$ cat src/rtl/attr_regbank_pkg.sv
package attr_regbank_pkg;

  // Per-register access rule, two bits each in the ATTRS parameter
  typedef enum logic [1:0] {
    ATTR_RW  = 2'd0,
    ATTR_RO  = 2'd1,
    ATTR_W1C = 2'd2,
    ATTR_RC  = 2'd3
  } attr_e;

  localparam logic [1:0] TR_IDLE   = 2'd0;
  localparam logic [1:0] TR_BUSY   = 2'd1;
  localparam logic [1:0] TR_NONSEQ = 2'd2;
  localparam logic [1:0] TR_SEQ    = 2'd3;

  // Response sequencer states
  typedef enum logic [1:0] {
    RS_IDLE,
    RS_WAIT,
    RS_ERR1,
    RS_ERR2
  } rsp_state_e;

endpackage

$ cat src/rtl/ahb_addr_latch.sv
// Address-phase capture: legality is decided here, control is held
// across wait cycles because the register only loads while hready is high.
module ahb_addr_latch
  import attr_regbank_pkg::*;
#(
  parameter int DW    = 32,
  parameter int NREGS = 8,
  parameter int AW    = 6,
  parameter logic [2*NREGS-1:0] ATTRS = '0,
  localparam int BSH  = $clog2(DW/8),
  localparam int IW   = AW - BSH
) (
  input  logic          clk,
  input  logic          rst,
  input  logic          hsel,
  input  logic [1:0]    htrans,
  input  logic          hwrite,
  input  logic [2:0]    hsize,
  input  logic [AW-1:0] haddr,
  input  logic          hready,
  output logic          accept,
  output logic          accept_err,
  output logic          sel_q,
  output logic          write_q,
  output logic          err_q,
  output logic [IW-1:0] idx_q
);

  localparam logic [2:0] SZ_WORD = 3'(BSH);

  logic [IW-1:0]    idx;
  logic [NREGS-1:0] ro_mask;
  logic             ro_hit;
  logic             out_rng;
  logic             illegal;

  assign idx = haddr[AW-1:BSH];

  for (genvar g = 0; g < NREGS; g++) begin : g_ro
    assign ro_mask[g] = (ATTRS[2*g +: 2] == ATTR_RO);
  end

  always_comb begin
    ro_hit = 1'b0;
    for (int i = 0; i < NREGS; i++) begin
      if (idx == IW'(i)) ro_hit = ro_mask[i];
    end
  end

  assign out_rng = ({1'b0, idx} >= (IW+1)'(NREGS));
  assign illegal = out_rng
                 | (hsize != SZ_WORD)
                 | (haddr[BSH-1:0] != '0)
                 | (hwrite & ro_hit);

  assign accept     = hsel & hready & ((htrans == TR_NONSEQ) | (htrans == TR_SEQ));
  assign accept_err = accept & illegal;

  always_ff @(posedge clk) begin
    if (rst) begin
      sel_q   <= 1'b0;
      write_q <= 1'b0;
      err_q   <= 1'b0;
      idx_q   <= '0;
    end else if (hready) begin
      sel_q   <= accept;
      write_q <= hwrite;
      err_q   <= accept_err;
      idx_q   <= idx;
    end
  end

endmodule

$ cat src/rtl/ahb_resp_seq.sv
// Registered HREADYOUT / HRESP: wait counter and two-cycle error.
module ahb_resp_seq
  import attr_regbank_pkg::*;
#(
  parameter int WAITS = 0,
  localparam int CW   = (WAITS > 0) ? $clog2(WAITS + 1) : 1
) (
  input  logic clk,
  input  logic rst,
  input  logic accept,
  input  logic accept_err,
  output logic hreadyout,
  output logic hresp
);

  rsp_state_e     st;
  logic [CW-1:0]  cnt;

  always_ff @(posedge clk) begin
    if (rst) begin
      st        <= RS_IDLE;
      cnt       <= '0;
      hreadyout <= 1'b1;
      hresp     <= 1'b0;
    end else begin
      case (st)
        RS_WAIT: begin
          if (cnt <= CW'(1)) begin
            st        <= RS_IDLE;
            cnt       <= '0;
            hreadyout <= 1'b1;
          end else begin
            cnt <= cnt - CW'(1);
          end
        end
        RS_ERR1: begin
          st        <= RS_ERR2;
          hreadyout <= 1'b1;
          hresp     <= 1'b1;
        end
        default: begin
          // RS_IDLE and RS_ERR2 both end a data phase with hreadyout high
          if (accept_err) begin
            st        <= RS_ERR1;
            hreadyout <= 1'b0;
            hresp     <= 1'b1;
          end else if (accept && (WAITS > 0)) begin
            st        <= RS_WAIT;
            cnt       <= CW'(WAITS);
            hreadyout <= 1'b0;
            hresp     <= 1'b0;
          end else begin
            st        <= RS_IDLE;
            hreadyout <= 1'b1;
            hresp     <= 1'b0;
          end
        end
      endcase
    end
  end

endmodule

$ cat src/rtl/attr_reg_file.sv
// Register array: one generated register per index, rule picked by ATTRS.
module attr_reg_file
  import attr_regbank_pkg::*;
#(
  parameter int DW    = 32,
  parameter int NREGS = 8,
  parameter int IW    = 4,
  parameter logic [2*NREGS-1:0] ATTRS = '0
) (
  input  logic                clk,
  input  logic                rst,
  input  logic                commit,
  input  logic                rd_en,
  input  logic                write_q,
  input  logic [IW-1:0]       idx_q,
  input  logic [DW-1:0]       wdata,
  input  logic [NREGS*DW-1:0] hw_in,
  output logic [NREGS*DW-1:0] q,
  output logic [DW-1:0]       rdata
);

  for (genvar g = 0; g < NREGS; g++) begin : g_reg
    localparam attr_e A = attr_e'(ATTRS[2*g +: 2]);
    logic [DW-1:0] r;
    logic [DW-1:0] base;

    if (A == ATTR_RW) begin : g_rw
      logic hit;
      assign hit  = commit & write_q & (idx_q == IW'(g));
      assign base = hit ? wdata : r;
    end else if (A == ATTR_RO) begin : g_ro
      assign base = '0;
    end else if (A == ATTR_W1C) begin : g_w1c
      logic hit;
      assign hit  = commit & write_q & (idx_q == IW'(g));
      assign base = hit ? (r & ~wdata) : r;
    end else begin : g_rc
      logic hit;
      assign hit  = commit & ~write_q & (idx_q == IW'(g));
      assign base = hit ? '0 : r;
    end

    // hardware set bits always land on top of the software result
    always_ff @(posedge clk) begin
      if (rst) r <= '0;
      else     r <= base | hw_in[g*DW +: DW];
    end

    assign q[g*DW +: DW] = r;
  end

  always_comb begin
    rdata = '0;
    if (rd_en) begin
      for (int i = 0; i < NREGS; i++) begin
        if (idx_q == IW'(i)) rdata = q[i*DW +: DW];
      end
    end
  end

endmodule

$ cat src/rtl/ahb_attr_regbank.sv
module ahb_attr_regbank
  import attr_regbank_pkg::*;
#(
  parameter int DW    = 32,
  parameter int NREGS = 8,
  parameter int AW    = 6,
  parameter int WAITS = 0,
  parameter logic [2*NREGS-1:0] ATTRS = 16'hE4E4,
  localparam int BSH  = $clog2(DW/8),
  localparam int IW   = AW - BSH
) (
  input  logic                hclk,
  input  logic                hrst,
  input  logic                hsel,
  input  logic [AW-1:0]       haddr,
  input  logic [1:0]          htrans,
  input  logic                hwrite,
  input  logic [2:0]          hsize,
  input  logic [DW-1:0]       hwdata,
  input  logic                hready,
  output logic                hreadyout,
  output logic                hresp,
  output logic [DW-1:0]       hrdata,
  input  logic [NREGS*DW-1:0] hw_status,
  output logic [NREGS*DW-1:0] ctrl_out
);

  logic          accept, accept_err;
  logic          sel_q, write_q, err_q;
  logic [IW-1:0] idx_q;
  logic          commit, rd_en;

  ahb_addr_latch #(
    .DW(DW), .NREGS(NREGS), .AW(AW), .ATTRS(ATTRS)
  ) u_cap (
    .clk(hclk), .rst(hrst),
    .hsel(hsel), .htrans(htrans), .hwrite(hwrite), .hsize(hsize),
    .haddr(haddr), .hready(hready),
    .accept(accept), .accept_err(accept_err),
    .sel_q(sel_q), .write_q(write_q), .err_q(err_q), .idx_q(idx_q)
  );

  ahb_resp_seq #(.WAITS(WAITS)) u_rsp (
    .clk(hclk), .rst(hrst),
    .accept(accept), .accept_err(accept_err),
    .hreadyout(hreadyout), .hresp(hresp)
  );

  // side effects only in the completing data-phase cycle
  assign commit = sel_q & ~err_q & hreadyout;
  assign rd_en  = sel_q & ~err_q & ~write_q;

  attr_reg_file #(
    .DW(DW), .NREGS(NREGS), .IW(IW), .ATTRS(ATTRS)
  ) u_regs (
    .clk(hclk), .rst(hrst),
    .commit(commit), .rd_en(rd_en), .write_q(write_q), .idx_q(idx_q),
    .wdata(hwdata), .hw_in(hw_status),
    .q(ctrl_out), .rdata(hrdata)
  );

endmodule

$ cat config.mk
export PLATFORM = sky130hd
export DESIGN_NAME = ahb_attr_regbank
export DESIGN_NICKNAME = d
export VERILOG_FILES = /design/src/rtl/attr_regbank_pkg.sv /design/src/rtl/ahb_addr_latch.sv /design/src/rtl/ahb_resp_seq.sv /design/src/rtl/attr_reg_file.sv /design/src/rtl/ahb_attr_regbank.sv
export SDC_FILE = /design/constraint.sdc
export NUM_CORES = 1
export LEC_CHECK = 0
export BUFFER_PORTS_ARGS = -buffer_cell sky130_fd_sc_hd__clkbuf_2
export CORE_AREA = 5 5 229 231
export DETAILED_ROUTE_END_ITERATION = 10
export DIE_AREA = 0 0 234 236
export SLEW_MARGIN = 15
export SYNTH_ARGS = -nofsm -noshare
export SYNTH_HDL_FRONTEND = slang
export SYNTH_SLANG_ARGS = --single-unit
$ cat constraint.sdc
create_clock -name hclk -period 2.78 [get_ports hclk]
set_clock_uncertainty 0.05 [all_clocks]
set_input_delay 0.556 -clock hclk [delete_from_list [all_inputs] [get_ports hclk]]
set_output_delay 0.556 -clock hclk [all_outputs]
set_load 0.01 [all_outputs]
==> reports/qor.yml, run 1 <==
syn_nets: 1608
synth_edf_count: 0
maxCapViolations: 0
initial_core_util: 0.236
hpwl_mm: 42.2
worstHoldPathType: "primary input to flip-flop"
ys_types: 36
netlist_instances: 1302
synth_area_leaders: "dfxtp_1 (45%), mux2_2 (8.8%), a311oi_1 (4.8%)"
finalWirelength_mm: 58.4
cts_root_buf: "clkbuf_16"
vias: 13102
fillCellCount: 5223
row_count: 82
final_cell_mix: "clkbuf_2 (591), dfxtp_1 (263), nor2_1 (136)"
cpMaxStageDelayCell: "dfxtp_4"
die_w_um: 234
cp-start-kind: "flip-flop"
tightest_slew_ns: 1.12
routabilityCongestion: 0.897
avgViaCountPerCell: 5.11
route.detailed.drc: 0
grt_pass1_wl_mm: 83.2
cts_sinks: 267
worst_slack_ns: 0.0369
io_pins: 594
rsz0062_at_grt: "true"
h-tree-depth: 2
finalCriticalPeriod_ns: 2.74
drtPass1Iterations: 5
drv_slew: 0
worstSkewPairLatency_ns: 0.52
layout_commonest_cell: "clkbuf_2"
dp_slack_ns: 0.385
fin_util: 0.342
register_area_um2: 5360
drt_iter0_markers: 809
die_height_um: 236
synthArstFlopShare: 0
final_nets: 2170
synthFlopType: "dfxtp_1"
avgSynthCellArea_um2: 9.03
grt.total_usage: 0.195
crit_path_max_incr_delay_ns: 0.47
end_kind: "output pin"
grt_pass1_vias: 13278
worstPathMaxFanout: 26
drive_gt1_frac: 0.431
detail-route-antenna-nets: 0
cts_made_buffers: 34
finalSetupViolCount: 0
design_area_um2: 17000
crit_arrival_ns: 2.14
portBuffers: 592
cts_hold_buf: 0
die-area_um2: 55200
ys_seq_area_frac: 0.455
post-synth-top-area-fraction: 0.455
totalPowerFinal_w: 0.0107
vdd_drop_max_v: 0.000413
fmax_mhz: 365
grt_start_max_net_pins: 81
crit_type: "flip-flop to output pin"
grt_overflow: 0
clk_path_buf_depth: 3
yosysWarningCount: 0
antenna_found_initial: 2
slew_headroom: 0.254
syn-cell-area_um2: 11800
cts_tree: "built"
crit_path_cell_trace: "buf_16 -> mux2_2 -> o221ai_1 -> a21oi_1 -> clkbuf_2"
period_share: 0.987
place_area_um2: 15600
outcome: "completed"
cts.reportedPaths.clkPinSlew_ns: 0.06
required_ns: 2.17
coreArea_um2: 49900
area_delta_synth_final_pct: 45.1
multi_input_area_um2: 5500
yosys.area.top_type: "dfxtp_1"
hold_viol_final: 0
power_density_nw_per_um2: 630
power.leakage_nw: 7.79
ys_ff_latch: 267
wl_per_cell_um: 22.8
[critical path: cells and delay by family (launching register included)]
kind / cells / cell delay, ns
AO/OA/AOI/OAI: 2 / 0.36
buffers and inverters: 2 / 0.37
flip-flops: 1 / 0.47
multiplexers: 1 / 0.36
[final timing paths]
| kind | to | cells after the start | from | slack [ns] |
|---|---|---|---|---|
| worst min register to register | u_rsp.hresp$_SDFFE_PP0P_ | 2 | u_rsp.hresp$_SDFFE_PP0P_ | 0.42 |
| worst max register to register | u_regs.g_reg[0].r[13]$_SDFF_PP0_ | 5 | u_cap.idx_q[0]$_SDFFE_PP0P_ | 0.55 |
| worst max-delay path | hrdata[19] | 5 | u_cap.idx_q[0]$_SDFFE_PP0P_ | 0.04 |
| worst min-delay path | u_regs.g_reg[5].r[27]$_SDFF_PP0_ | 2 | hw_status[187] | 0.19 |
[what timing repair did]
item                       CTS  global route
setup endpoints to repair   24            20
pin swaps                    0             1
hold endpoints to repair     0             0
buffers inserted             2             6
cloned                       1             3
resized for setup           11            12
[report_power, final]
group	switching, W	total, W	internal (W)
combinational	0.000879	0.00160	0.000725
sequential	0.000245	0.00433	0.00409
clock	0.00177	0.00480	0.00303
total	0.00290	0.0107	0.00784
[flip-flops by register name, indices dropped and copies added (netlist names)]
| signal | cells |
|---|---|
| u_rsp.hresp | 1 |
| u_rsp.st | 2 |
| u_cap.err_q | 1 |
| u_rsp.hreadyout | 1 |
| u_regs.g.r | 256 |
| u_cap.sel_q | 1 |
| u_cap.idx_q | 4 |
| u_cap.write_q | 1 |
[metal layers]
layer / GRT usage / vias up / wire length (µm)
li1: - / 5892 / -
met1: 0.229 / 6296 / 22200
met2: 0.334 / 747 / 28200
met3: 0.0456 / 165 / 5050
met4: 0.0911 / 2 / 2860
met5: 0 / - / 12
[final cells by class]
type | instances | area share
Multi-Input combinational cell | 781 | 0.323
Inverter | 134 | 0.0296
Timing Repair Buffer | 646 | 0.212
Clock buffer | 50 | 0.0601
Sequential cell | 267 | 0.314
Tap cell | 672 | 0.0493
Antenna cell | 1 | 0.000147
Clock inverter | 11 | 0.0114
[cells in the mapped netlist (all sizes together), types with 3 or more instances]
master and number:
o221ai 61, nor2 136, o21ai 33, nand2 3
or2 3, buf 20, a211oi 65, dfxtp 267
mux2i 7, nor4 65, mux2 92, a311oi 64
a21oi 96, nor2b 66, nand2b 3, o31ai 65
clkbuf 100, nand4bb 3, inv 134
[cell families (layout without fill, tap and decap cells)]
group,Yosys count,in the layout,share of synthesized area
AOI/OAI and AO/OA,388,388,0.234
and+or+nand+nor,291,291,0.128
DFF,267,267,0.455
buffers and inverters,254,841,0.0851
muxes,100,100,0.0960
adders and majority gates,2,2,0.00213
other,0,1,0
[metrics by stage]
stage | setup TNS [ns] | std cells | hold WS [ns]
finish | 0 | 2562 | 0.185
global route | -0.0106 | 2561 | 0.157
CTS | 0 | 2552 | 0.143
detailed placement | 0 | 2488 | 0.416
global placement | 0 | 2488 | 0.417
floorplan | 0 | 1302 | 0.404
(Power assumes the default switching activity.)
==> run 2: changes to the inputs <==
--- a/config.mk
+++ b/config.mk
@@ -9,6 +9,7 @@
 export CORE_AREA = 5 5 229 231
 export DETAILED_ROUTE_END_ITERATION = 10
 export DIE_AREA = 0 0 234 236
+export PLACE_DENSITY = 0.5
 export SLEW_MARGIN = 15
 export SYNTH_ARGS = -nofsm -noshare
 export SYNTH_HDL_FRONTEND = slang
==> run 2 against run 1 <==
Sequential power about the same. Via count decreased by 2.0%. Critical endpoint is now hrdata[0]. Non-clock buffer count increased by 8. Fmax increased by 0.88%. Final cell count increased by 0.23%.
==> reports/qor.yml, run 2 (synthesized netlist as in run 1, its figures left out) <==
worst_slack_ns: 0.0609
grt_start_max_net_pins: 129
end_kind: "output pin"
antenna_found_initial: 1
reg_top3: "u_regs.g.r (256), u_cap.idx_q (4), u_rsp.st (2)"
vdd_drop_max_v: 0.000375
cts.reportedPaths.clkPinSlew_ns: 0.06
power.leakage_nw: 7.81
drv_slew: 0
drt_iter0_markers: 747
layout_commonest_cell: "clkbuf_2"
area_delta_synth_final_pct: 45.2
die-area_um2: 55200
vias: 12839
worstSkewPairLatency_ns: 0.53
hpwl_mm: 41.9
hold_viol_final: 0
coreArea_um2: 49900
grt.total_usage: 0.197
multi_input_area_um2: 5500
crit_buf_inv: 3
portBuffers: 592
initial_core_util: 0.236
cpLargestDelayFamily: "buffers and inverters"
cts_hold_buf: 0
wl_per_cell_um: 23.0
grt_pass1_wl_mm: 83.4
cts_root_buf: "clkbuf_16"
drtPass1Iterations: 5
io_pins: 594
crit_path_cell_trace: "buf_8 -> clkbuf_16 -> mux2_2 -> o21ai_0 -> a21oi_1 -> clkbuf_2"
finalSetupViolCount: 0
regMostFlops: "u_regs.g.r"
cts_tree: "built"
finalCriticalPeriod_ns: 2.72
cp.depth: 6
required_ns: 2.17
crit_arrival_ns: 2.11
period_share: 0.978
fmax_mhz: 368
reg2reg_depth: 6
cts_made_buffers: 35
crit_path_max_incr_delay_ns: 0.45
h-tree-depth: 2
final_nets: 2179
clk_path_buf_depth: 3
route.detailed.drc: 0
grt_overflow: 0
avgViaCountPerCell: 5.00
crit_type: "flip-flop to output pin"
place_area_um2: 15600
routabilityCongestion: 0.881
antenna_cells: 0
row_count: 82
cpMaxStageDelayCell: "dfxtp_4"
dp_slack_ns: 0.366
detail-route-antenna-nets: 0
worstPathMaxFanout: 12
grt_pass1_vias: 12980
outcome: "completed"
die_height_um: 236
die_w_um: 234
totalPowerFinal_w: 0.0105
whs_path_depth: 2
maxCapViolations: 0
cts_sinks: 267
largest_reg_flops: 256
design_area_um2: 17100
worstHoldPathType: "primary input to flip-flop"
finalWirelength_mm: 59.1
rsz0062_at_grt: "true"
register_area_um2: 5360
final_cell_mix: "clkbuf_2 (591), dfxtp_1 (262), nor2_1 (136)"
power_density_nw_per_um2: 615
drive_gt1_frac: 0.430
slew_headroom: 0.281
tightest_slew_ns: 1.08
fillCellCount: 5333
cp-start-kind: "flip-flop"
==> run 2: final timing paths <==
kind	startpoint	endpoint	slack, ns
max	u_cap.idx_q[0]$_SDFFE_PP0P_	hrdata[0]	0.06
max reg2reg	u_cap.idx_q[0]$_SDFFE_PP0P_	u_regs.g_reg[0].r[10]$_SDFF_PP0_	0.43
min reg2reg	u_rsp.hresp$_SDFFE_PP0P_	u_rsp.hresp$_SDFFE_PP0P_	0.42
min	hw_status[53]	u_regs.g_reg[1].r[21]$_SDFF_PP0_	0.18
==> run 2: repair_timing <==
item,4_1_cts,5_1_grt
cloned,1,5
endpoints found under the setup margin,22,19
setup buffers,3,14
gates resized for setup,11,11
==> run 2: cell type report <==
cell class / count / area share
repair buffers: 654 / 0.218
inverters: 134 / 0.0296
clock buffers: 56 / 0.0626
clock inverters: 4 / 0.00411
flip-flops and latches: 267 / 0.314
well taps: 672 / 0.0493
multi-input cells: 781 / 0.322
==> run 2: layer usage <==
layer	global-route usage	wire length (µm)	vias to the layer above
met4	0.0804	2490	2
met1	0.236	23100	6155
met3	0.0429	4740	146
li1	-	-	5920
met2	0.339	28700	616
met5	0	20	-
==> run 2: power by group <==
| group | internal, W | switching, W |
|---|---|---|
| clock | 0.00280 | 0.00175 |
| sequential | 0.00409 | 0.000241 |
| combinational | 0.000740 | 0.000880 |
==> run 2: worst register-to-register path, cell delays in order, from the launching register on <==
cell,delay (ns)
dfxtp_4,0.40
buf_8,0.16
buf_4,0.14
or4b_2,0.68
or2_2,0.32
buf_4,0.24
a211oi_1,0.27
==> run 2: metrics by stage <==
step	std cells	setup TNS, ns	hold WS (ns)	util
floorplan	1302	0	0.404	-
global placement	2485	0	0.415	0.312
detailed placement	2485	0	0.426	0.312
CTS	2549	-0.00189	0.136	0.337
global route	2568	-0.0376	0.164	0.342
finish	2568	0	0.182	0.342
==> run 3: changes to the inputs <==
--- a/config.mk
+++ b/config.mk
@@ -5,10 +5,11 @@
 export SDC_FILE = /design/constraint.sdc
 export NUM_CORES = 1
 export LEC_CHECK = 0
+export ABC_AREA = 1
 export BUFFER_PORTS_ARGS = -buffer_cell sky130_fd_sc_hd__clkbuf_2
-export CORE_AREA = 5 5 229 231
+export CORE_AREA = 5 5 226 228
 export DETAILED_ROUTE_END_ITERATION = 10
-export DIE_AREA = 0 0 234 236
+export DIE_AREA = 0 0 231 233
 export PLACE_DENSITY = 0.5
 export SLEW_MARGIN = 15
 export SYNTH_ARGS = -nofsm -noshare
==> run 3 against run 2 <==
Final area rose by 1.8%. Count of clock-buffer cells in the layout shrank 5. Global-route usage grew 2.0 points. Fmax shrank 2.0%. Final cell count up 12%. Non-clock buffer count up 12. First-iteration DRC count grew 29%. Critical endpoint is now hrdata[18]. Largest cell class is now sequential cells.
==> reports/qor.yml, run 3 <==
outcome: "completed"
cts_sinks: 267
ys_seq_area_frac: 0.474
netlist_instances: 1622
route.detailed.drc: 0
cts_made_buffers: 34
cts_root_buf: "clkbuf_16"
portBuffers: 592
io_pins: 594
crit_type: "flip-flop to output pin"
min_to: "u_regs.g_reg[1].r[14]$_SDFF_PP0_"
syn-cell-area_um2: 11300
area_delta_synth_final_pct: 54.2
cts_tree: "built"
cts_hold_buf: 0
worstSkewPairLatency_ns: 0.52
holdWs_ns: 0.163
synthFlopType: "dfxtp_1"
antenna_found_initial: 5
wl_per_cell_um: 22.3
clk_path_buf_depth: 3
end_kind: "output pin"
reg2reg_depth: 8
synthArstFlopShare: 0
rr_startpoint: "u_rsp.hreadyout$_SDFF_PP1_"
cp-start-kind: "flip-flop"
coreArea_um2: 48600
grt_pass1_vias: 13327
busiest_layer: "met2"
rsz0062_at_grt: "true"
initial_core_util: 0.232
finalSetupViolCount: 0
fmax_mhz: 360
slew_headroom: 0.510
drive_gt1_frac: 0.372
grt_pass1_wl_mm: 86.8
required_ns: 2.17
largest_reg_flops: 256
synthTopCellsByCount: "inv_1 (280), dfxtp_1 (267), a21oi_1 (239)"
use_met3: 0.0594
place_area_um2: 15100
yosysWarningCount: 0
r2r_setup_slack_ns: 0.22
die_height_um: 233
yosysMostFrequentCell: "inv_1"
post-synth-top-area-fraction: 0.474
avgSynthCellArea_um2: 6.95
avgViaCountPerCell: 4.69
hold_viol_final: 0
die_w_um: 231
row_count: 81
finalWirelength_mm: 63.9
maxCapViolations: 0
drtPass1Iterations: 5
power_density_nw_per_um2: 607
grt_use_met2: 0.365
hpwl_mm: 47.7
syn_nets: 1928
h-tree-depth: 2
worst_slack_ns: 0.00433
grt.total_usage: 0.217
period_share: 0.998
reg_top3: "u_regs.g.r (256), u_cap.idx_q (4), u_rsp.st (2)"
worstPathMaxFanout: 16
design_area_um2: 17400
finalCriticalPeriod_ns: 2.78
routabilityCongestion: 0.907
ys_ff_latch: 267
ys_types: 20
die-area_um2: 53800
fin_util: 0.357
yosys.area.top_type: "dfxtp_1"
vdd_drop_max_v: 0.000363
use_met1: 0.264
tightest_slew_ns: 0.732
layout_commonest_cell: "clkbuf_2"
drv_slew: 0
totalPowerFinal_w: 0.0105
grt_overflow: 0
final_nets: 2532
whs_path_depth: 3
timing.rr.end: "u_regs.g_reg[4].r[26]$_SDFF_PP0_"
cts.reportedPaths.clkPinSlew_ns: 0.06
detail-route-antenna-nets: 0
vias: 13484
regMostFlops: "u_regs.g.r"
multi_input_area_um2: 5020
synth_area_leaders: "dfxtp_1 (47%), a21oi_1 (11%), inv_1 (9.3%)"
hold_path.startpoint: "hw_status[46]"
grt_start_max_net_pins: 111
crit_arrival_ns: 2.17
drt_iter0_markers: 962
final_cell_mix: "clkbuf_2 (571), inv_1 (278), dfxtp_1 (263)"
power.leakage_nw: 8.98
dp_slack_ns: 0.185
register_area_um2: 5360
fillCellCount: 5258
worstHoldPathType: "primary input to flip-flop"
synth_edf_count: 0
## run 3: power breakdown
part,internal [W],leakage [nW],switching [W]
registers,0.00409,2.24,0.000248
logic,0.000722,6.21,0.00103
clock network,0.00269,0.535,0.00177
total,0.00750,8.98,0.00304
## run 3: area by class of cell
cell class	instances	area share
diodes	3	0.000432
flip-flops and latches	267	0.308
clock inverters	6	0.00504
inverters	285	0.0629
clock buffers	51	0.0580
multi-input cells	972	0.289
well taps	622	0.0448
repair buffers	666	0.232
## run 3: metal layers
metal  up-vias  routed length [µm]  part of all wire
li1       6397                   -                 -
met1      6302               25800              0.40
met2       647               30000              0.47
met3       136                5530             0.086
met4         2                2550             0.040
met5         -                  11           0.00017
## run 3: worst max-delay path by stage
stage,startpoint,to,slack [ns],cells after the start
6_report,u_cap.idx_q[0]$_SDFFE_PP0P_,hrdata[18],0.004,8
5_1_grt,u_cap.idx_q[0]$_SDFFE_PP0P_,hrdata[7],-0.05,10
4_1_cts,u_cap.idx_q[0]$_SDFFE_PP0P_,hrdata[23],-0.04,9
3_5_place_dp,u_rsp.hreadyout$_SDFF_PP1_,u_regs.g_reg[4].r[23]$_SDFF_PP0_,0.19,7
3_3_place_gp,u_rsp.hreadyout$_SDFF_PP1_,u_regs.g_reg[4].r[23]$_SDFF_PP0_,0.18,7
2_1_floorplan,u_cap.idx_q[0]$_SDFFE_PP0P_,hrdata[10],0.70,10
## run 3: cells by family (layout without fill, tap and decap cells)
| group | after synthesis | in the layout | share of synthesized area |
|---|---|---|---|
| AND/OR/NAND/NOR | 550 | 550 | 0.200 |
| other | 0 | 3 | 0 |
| buffers and inverters | 383 | 1008 | 0.129 |
| adder cells (fa/ha/maj) | 2 | 2 | 0.00222 |
| AO/OA/AOI/OAI | 420 | 420 | 0.195 |
| flip-flops | 267 | 267 | 0.474 |
## run 3: metrics by stage
step | std cells | TNS, ns
2_1_floorplan | 1622 | 0
3_5_place_dp | 2781 | 0
6_report | 2872 | 0
3_3_place_gp | 2781 | 0
4_1_cts | 2848 | -0.245
5_1_grt | 2871 | -0.674
## run 3: repair_timing
| action | CTS | global route |
|---|---|---|
| endpoints found under the setup margin | 32 | 32 |
| gates cloned | 2 | 8 |
| setup buffers | 9 | 14 |
| endpoints found under the hold margin | 0 | 0 |
| pin swaps | 6 | 51 |
| gates resized for setup | 61 | 155 |
## run 3: worst max-delay path, cell delays in order (launching register included)
cell	delay, ns
dfxtp_4	0.42
buf_6	0.17
nand2_1	0.10
nor2_4	0.19
buf_4	0.17
clkbuf_16	0.20
a21oi_1	0.07
a21oi_2	0.16
buf_2	0.15
